### src/rtl/uart_brk_pkg.sv
package uart_brk_pkg;

   typedef enum logic [1:0] {
      RX_IDLE,
      RX_START,
      RX_DATA,
      RX_STOP
   } rx_state_e;

   function automatic bit is_pow2(input int v);
      return (v > 0) && ((v & (v - 1)) == 0);
   endfunction

endpackage

### src/rtl/uart_brk_sync.sv
module uart_brk_sync #(
   parameter int   STAGES  = 2,
   parameter logic RST_VAL = 1'b1
) (
   input  logic clk,
   input  logic rst_n,
   input  logic d,
   output logic q
);

   if (STAGES < 2) begin : g_bad_stages
      $error("uart_brk_sync: STAGES must be at least 2");
   end

   logic [STAGES-1:0] chain;

   always_ff @(posedge clk) begin
      if (!rst_n) chain <= {STAGES{RST_VAL}};
      else        chain <= {chain[STAGES-2:0], d};
   end

   assign q = chain[STAGES-1];

endmodule

### src/rtl/uart_brk_deser.sv
module uart_brk_deser
   import uart_brk_pkg::*;
#(
   parameter int DATA_W = 8,
   parameter int DIV_LO = 16,
   parameter int DIV_HI = 64
) (
   input  logic              clk,
   input  logic              rst_n,
   input  logic              hold,
   input  logic              tick,
   input  logic              rx_bit,
   input  logic              x1,
   input  logic              div_hi,
   output logic              push,
   output logic [DATA_W-1:0] data,
   output logic              ferr
);

   localparam int CW = $clog2(DIV_HI) + 1;
   localparam int IW = (DATA_W > 1) ? $clog2(DATA_W) : 1;

   if (!is_pow2(DIV_LO) || !is_pow2(DIV_HI) || DIV_LO < 2 || DIV_HI < DIV_LO) begin : g_bad_div
      $error("uart_brk_deser: dividers must be powers of two, 2 <= DIV_LO <= DIV_HI");
   end

   rx_state_e         st;
   logic [CW-1:0]     cnt;
   logic [CW-1:0]     cnt_inc;
   logic [CW-1:0]     ratio;
   logic [CW-1:0]     half;
   logic [IW-1:0]     idx;
   logic [DATA_W-1:0] shreg;
   logic              armed;

   always_comb begin
      if (x1)          ratio = CW'(1);
      else if (div_hi) ratio = CW'(DIV_HI);
      else             ratio = CW'(DIV_LO);
      half    = ratio >> 1;
      cnt_inc = cnt + CW'(1);
   end

   always_ff @(posedge clk) begin
      if (!rst_n || hold) begin
         st    <= RX_IDLE;
         cnt   <= '0;
         idx   <= '0;
         shreg <= '0;
         armed <= 1'b0;
         push  <= 1'b0;
         data  <= '0;
         ferr  <= 1'b0;
      end else begin
         push <= 1'b0;
         if (tick) begin
            unique case (st)
               RX_IDLE: begin
                  if (rx_bit) begin
                     armed <= 1'b1;
                  end else if (armed) begin
                     idx <= '0;
                     if (x1) begin
                        st  <= RX_DATA;
                        cnt <= '0;
                     end else begin
                        st  <= RX_START;
                        cnt <= CW'(1);
                     end
                  end
               end
               RX_START: begin
                  if (cnt_inc == half) begin
                     st  <= rx_bit ? RX_IDLE : RX_DATA;
                     cnt <= '0;
                  end else begin
                     cnt <= cnt_inc;
                  end
               end
               RX_DATA: begin
                  if (cnt_inc == ratio) begin
                     shreg <= {rx_bit, shreg[DATA_W-1:1]};
                     cnt   <= '0;
                     if (idx == IW'(DATA_W - 1)) st <= RX_STOP;
                     else                        idx <= idx + IW'(1);
                  end else begin
                     cnt <= cnt_inc;
                  end
               end
               RX_STOP: begin
                  if (cnt_inc == ratio) begin
                     push  <= 1'b1;
                     data  <= shreg;
                     ferr  <= ~rx_bit;
                     armed <= rx_bit;
                     st    <= RX_IDLE;
                     cnt   <= '0;
                  end else begin
                     cnt <= cnt_inc;
                  end
               end
               default: st <= RX_IDLE;
            endcase
         end
      end
   end

endmodule

### src/rtl/uart_brk_fifo.sv
module uart_brk_fifo
   import uart_brk_pkg::*;
#(
   parameter int W     = 9,
   parameter int DEPTH = 4
) (
   input  logic          clk,
   input  logic          rst_n,
   input  logic          flush,
   input  logic          push,
   input  logic [W-1:0]  din,
   input  logic          pop,
   output logic [W-1:0]  dout,
   output logic          empty,
   output logic          full,
   output logic [$clog2(DEPTH):0] count
);

   localparam int AW = $clog2(DEPTH);

   if (!is_pow2(DEPTH) || DEPTH < 2) begin : g_bad_depth
      $error("uart_brk_fifo: DEPTH must be a power of two >= 2");
   end

   logic [W-1:0]  mem [DEPTH];
   logic [AW-1:0] wptr;
   logic [AW-1:0] rptr;
   logic          do_push;
   logic          do_pop;

   assign empty   = (count == '0);
   assign full    = (count == (AW+1)'(DEPTH));
   assign do_push = push & ~full;
   assign do_pop  = pop & ~empty;
   assign dout    = mem[rptr];

   always_ff @(posedge clk) begin
      if (do_push) mem[wptr] <= din;
   end

   always_ff @(posedge clk) begin
      if (!rst_n || flush) begin
         wptr  <= '0;
         rptr  <= '0;
         count <= '0;
      end else begin
         if (do_push) wptr <= wptr + AW'(1);
         if (do_pop)  rptr <= rptr + AW'(1);
         count <= count + (AW+1)'(do_push) - (AW+1)'(do_pop);
      end
   end

endmodule

### src/rtl/uart_brk_rx.sv
module uart_brk_rx
   import uart_brk_pkg::*;
#(
   parameter int DATA_W      = 8,
   parameter int FIFO_DEPTH  = 4,
   parameter int SYNC_STAGES = 2,
   parameter int DIV_LO      = 16,
   parameter int DIV_HI      = 64
) (
   input  logic              clk,
   input  logic              rst_n,
   input  logic              bit_clk_en,
   input  logic              rxd,
   input  logic              cd_in,
   input  logic              cfg_brk_en,
   input  logic              cfg_cd_ignore,
   input  logic              cfg_x1,
   input  logic              cfg_div64,
   input  logic              err_clr,
   input  logic              io_stop,
   input  logic              rd_en,
   output logic              rd_valid,
   output logic [DATA_W-1:0] rd_data,
   output logic              rd_ferr,
   output logic              overrun,
   output logic              brk_seen,
   output logic              cd_sts,
   output logic              irq
);

   localparam int EW = DATA_W + 1;
   localparam int CNTW = $clog2(FIFO_DEPTH) + 1;

   logic              rxd_s;
   logic              cd_s;
   logic              cd_prev;
   logic              cd_edge_lat;
   logic              hold;
   logic              rx_bit;
   logic              ds_push;
   logic [DATA_W-1:0] ds_data;
   logic              ds_ferr;
   logic [EW-1:0]     head;
   logic              q_empty;
   logic              q_full;
   logic [CNTW-1:0]   q_cnt;
   logic              acc_push;
   logic              acc_pop;
   logic              head_arrive;
   logic              head_new;

   uart_brk_sync #(.STAGES(SYNC_STAGES), .RST_VAL(1'b1)) u_sync_rx (
      .clk(clk), .rst_n(rst_n), .d(rxd), .q(rxd_s));

   uart_brk_sync #(.STAGES(SYNC_STAGES), .RST_VAL(1'b1)) u_sync_cd (
      .clk(clk), .rst_n(rst_n), .d(cd_in), .q(cd_s));

   assign hold   = io_stop | (~cfg_cd_ignore & cd_s);
   assign rx_bit = cfg_x1 ? rxd : rxd_s;

   uart_brk_deser #(.DATA_W(DATA_W), .DIV_LO(DIV_LO), .DIV_HI(DIV_HI)) u_deser (
      .clk(clk), .rst_n(rst_n), .hold(hold), .tick(bit_clk_en), .rx_bit(rx_bit),
      .x1(cfg_x1), .div_hi(cfg_div64), .push(ds_push), .data(ds_data), .ferr(ds_ferr));

   uart_brk_fifo #(.W(EW), .DEPTH(FIFO_DEPTH)) u_fifo (
      .clk(clk), .rst_n(rst_n), .flush(hold), .push(ds_push), .din({ds_ferr, ds_data}),
      .pop(rd_en), .dout(head), .empty(q_empty), .full(q_full), .count(q_cnt));

   assign acc_push    = ds_push & ~q_full;
   assign acc_pop     = rd_en & ~q_empty;
   assign head_arrive = (acc_pop & ((q_cnt > CNTW'(1)) | acc_push)) | (acc_push & q_empty);

   always_ff @(posedge clk) begin
      if (!rst_n || hold) begin
         head_new <= 1'b0;
         brk_seen <= 1'b0;
         overrun  <= 1'b0;
      end else begin
         head_new <= head_arrive;
         if (err_clr) begin
            brk_seen <= 1'b0;
            overrun  <= 1'b0;
         end else begin
            if (head_new && cfg_brk_en && !q_empty && head[DATA_W] && head[DATA_W-1:0] == '0)
               brk_seen <= 1'b1;
            if (ds_push && q_full)
               overrun <= 1'b1;
         end
      end
   end

   always_ff @(posedge clk) begin
      if (!rst_n) begin
         cd_prev     <= 1'b1;
         cd_edge_lat <= 1'b0;
      end else begin
         cd_prev <= cd_s;
         if (err_clr)              cd_edge_lat <= 1'b0;
         else if (cd_s && !cd_prev) cd_edge_lat <= 1'b1;
      end
   end

   assign rd_valid = ~q_empty;
   assign rd_data  = head[DATA_W-1:0];
   assign rd_ferr  = head[DATA_W];
   assign cd_sts   = cd_s;
   assign irq      = rd_valid | overrun | cd_edge_lat;

endmodule

### config.mk
export PLATFORM = sky130hd
export DESIGN_NAME = uart_brk_rx
export DESIGN_NICKNAME = d
export VERILOG_FILES = /design/src/rtl/uart_brk_pkg.sv /design/src/rtl/uart_brk_sync.sv /design/src/rtl/uart_brk_deser.sv /design/src/rtl/uart_brk_fifo.sv /design/src/rtl/uart_brk_rx.sv
export SDC_FILE = /design/constraint.sdc
export NUM_CORES = 1
export LEC_CHECK = 0
export ABC_AREA = 1
export BUFFER_PORTS_ARGS = -buffer_cell sky130_fd_sc_hd__buf_2
export CAP_MARGIN = 20
export CORE_ASPECT_RATIO = 1.2
export CORE_MARGIN = 3
export CORE_UTILIZATION = 54
export CTS_BUF_LIST = sky130_fd_sc_hd__clkbuf_4 sky130_fd_sc_hd__clkbuf_8 sky130_fd_sc_hd__clkbuf_16
export DETAILED_ROUTE_END_ITERATION = 7
export MAX_ROUTING_LAYER = met4
export PLACE_DENSITY = 0.8
export SLEW_MARGIN = 40
export SYNTH_ARGS = -nofsm -noshare
export SYNTH_HDL_FRONTEND = slang
export SYNTH_SLANG_ARGS = --single-unit
### constraint.sdc
create_clock -name clk -period 1.9 [get_ports clk]
set_input_delay 0.38 -clock clk [delete_from_list [all_inputs] [get_ports clk]]
set_output_delay 0.38 -clock clk [all_outputs]
set_load 0.05 [all_outputs]
==> flow_summary.ini <==
[cells_and_area]
final_cell_mix = 56 x nand2_1, 47 x inv_1, 41 x dfxtp_1
seq_area_mm2 = 0.00208
finalNetCount = 496
antenna_cells = 0
fillers = 466
drive_gt1_share_pct = 33.9
final_common_cell = nand2_1
syn_to_final_growth_pct = 28.2
multi_input_area_mm2 = 0.00163

[worst_setup_path]
reg2reg_slack_ns = -0.02
crit_path_end_kind = register
path_cells = ha_4 -> nand2_2 -> inv_1 -> nand2_1 -> nand2_1 -> inv_1 -> nand2_1 -> nand3_1 -> inv_1 -> nand2_2 -> nor3_4 -> buf_6 -> o21ai_1 -> a21oi_1
cp_max_fo = 8
cp_data_arrival_time_ns = 2.20
r2r_cells = 14
slowest_delay_ns = 0.37
r2r-start = u_deser.cnt[0]
cp_slowest_cell = dfxtp_2
cp-start-kind = register
reg2reg_to = u_deser.data[4]
crit_type = register to register
cp_data_required_time_ns = 2.18

[die]
core_mm2 = 0.00653
initial_core_util_pct = 56.2
die-area_mm2 = 0.00782
dieHeight_um = 96.2
rows = 32
die_x_um = 81.2
io_pins = 26

[clock_tree]
clock_sinks = 85
clk_pin_slew_ns = 0.09
clk_latency_ns = 0.36
cts_buffers = 9
root_buffer = clkbuf_8
htree_levels = 3
cts_buffer_depth = 2
cts_tree = built

[sta]
slew_headroom_pct = 77.9
finalMaxSlewViolations = 0
rsz0062_at_grt = true
post-route-period-util_pct = 101
skew_ns = 0.00949
max_freq_mhz = 521
setup_viol = 5
setup_slack_ns = -0.0194
hold_violations = 0
fin_crit_ns = 1.92
worstMarginPinSlew_ns = 0.328

[run_status]
status = finished with violations
violations = setup timing

[synthesis]
yosys_warnings = 0
async_reset_ff_share_pct = 0
synth_area_mm2 = 0.00366
synth_top_flop_cell = dfxtp_1
synth_nets = 435
synthTopCellsByArea = edfxtp_1 29%, dfxtp_1 27%, nand2_1 6.5%
syn_area_per_cell_um2 = 8.90
synth.distinct_cells = 32
ys_ff_latch = 85
yosysTopAreaCell = edfxtp_1
postSynthCellCount = 412
ys_seq_area_share_pct = 56.3
synth_edf_count = 36
synth_top_area_share_pct = 29.5

[worst_hold_path]
min_to = cd_edge_lat
hold_start = err_clr
hold_depth = 2
hold_class = input pin to register

[grt]
grt_pass1_wl_um = 12500
grt_max_degree = 23
grt_use_total_pct = 21.9
antenna_found_initial = 0
grt_pass1_vias = 2871
grt_overflow = 0

[route]
drc = 0
first_pass_iters = 4
wl_um = 8420
wl_per_cell_um = 15.0
num_vias = 3012
ant_nets = 0
via_per_inst = 5.35
drtIter0Drc = 148

[placement]
gp_congestion = 0.926
dp_hpwl_um = 5410
io_buffers = 25
post-place-ws_ns = -0.119

[pwr]
p_leak_nw = 1.92
finalPower_mw = 3.29
ir_drop_mv = 0.417
powerDensity_mw_per_mm2 = 700

[run]
maxCapViolCount = 0
==> state kept, by name, indices dropped and copies added, names as in the netlist, 3 cells and up, named ones only <==
| register | flops |
|---|---|
| u_fifo.count | 3 |
| u_deser.data | 8 |
| u_fifo.mem | 36 |
| u_deser.shreg | 8 |
| u_deser.cnt | 7 |
| u_deser.idx | 3 |
==> cell type report <==
cell class / count / share of cell area, %
tap: 85 / 2.26
sequential: 85 / 44.2
multi-input combinational: 264 / 34.7
timing repair buffer: 57 / 9.83
clock inverter: 7 / 1.70
inverter: 56 / 4.66
clock buffer: 9 / 2.64
==> where the power goes <==
| group | switching [mW] | total [mW] | leakage (nW) | internal [mW] |
|---|---|---|---|---|
| sequential | 0.00186 | 1.89 | 0.819 | 1.89 |
| combinational | 0.0614 | 0.0939 | 1.01 | 0.0325 |
| clock | 0.678 | 1.30 | 0.0973 | 0.625 |
| total | 0.742 | 3.29 | 1.92 | 2.54 |
==> synth_stat cells (all sizes together) (4+ instances only) <==
master / n
nor3: 4
a21oi: 40
o21ai: 42
edfxtp: 36
nand2: 66
nand3: 21
nor2: 52
clkbuf: 4
nand4: 7
buf: 4
or2: 6
dfxtp: 49
inv: 54
ha: 10
o22ai: 9
==> what timing repair did <==
item | CTS | global route
pin swaps | 8 | 18
setup buffers | 3 | 6
hold endpoints to repair | 0 | 0
resized for setup | 28 | 83
gates cloned | 1 | 3
setup endpoints to repair | 26 | 37
hold buffers | 0 | 0
==> metrics by stage <==
step                hold slack, ns  utilization, %  std cells  TNS (ns)  area [um^2]
floorplan                    0.393               -        412         0         3730
global placement             0.395            62.4        534         0         4080
detailed placement           0.400            62.4        534    -0.549         4080
CTS                          0.168            67.0        554   -0.0741         4370
global route                 0.174            72.0        563     -2.14         4700
finish                       0.182            72.0        563   -0.0411         4700
==> worst max path at each step <==
stage	from	end	slack, ns	cells past startpoint
after floorplan	u_fifo.count[2]	u_fifo.count[1]	0.01	10
after global placement	u_deser.cnt[0]	u_deser.shreg[5]	0.03	13
after detailed placement	u_deser.cnt[0]	u_deser.data[6]	-0.12	13
after CTS	u_deser.cnt[1]	u_deser.data[5]	-0.03	13
after global routing	u_deser.cnt[0]	u_deser.data[4]	-0.16	13
final	u_deser.cnt[0]	u_deser.data[4]	-0.02	14
==> per-layer routing <==
metal  up-vias  global-route usage, %  share of wire [%]
met5         -                      -                  0
met4         0                   11.0                3.2
met3        24                   3.18                2.7
met2        65                   40.8                 55
met1      1415                   22.0                 39
li1       1508                      -                  -
==> critical path: cells and delay by family (launching register included) <==
kind / cells / cell delay (ns)
AO/OA/AOI/OAI: 2 / 0.21
adder cells (fa/ha/maj): 1 / 0.15
buffers and inverters: 4 / 0.42
flip-flops: 1 / 0.37
AND/OR/NAND/NOR: 7 / 0.70
==> logic make-up (layout without fill, tap and decap cells) <==
group           after synthesis  count (layout)  share of synthesized area, %
compound gates               92              92                          13.3
xor+xnor                      1               1                         0.239
fa+ha+maj                    11              11                          3.96
buf+inv                      64             129                          6.93
flops                        85              85                          56.3
simple gates                159             160                          19.3
No activity file was read; power rests on OpenSTA's default activity.
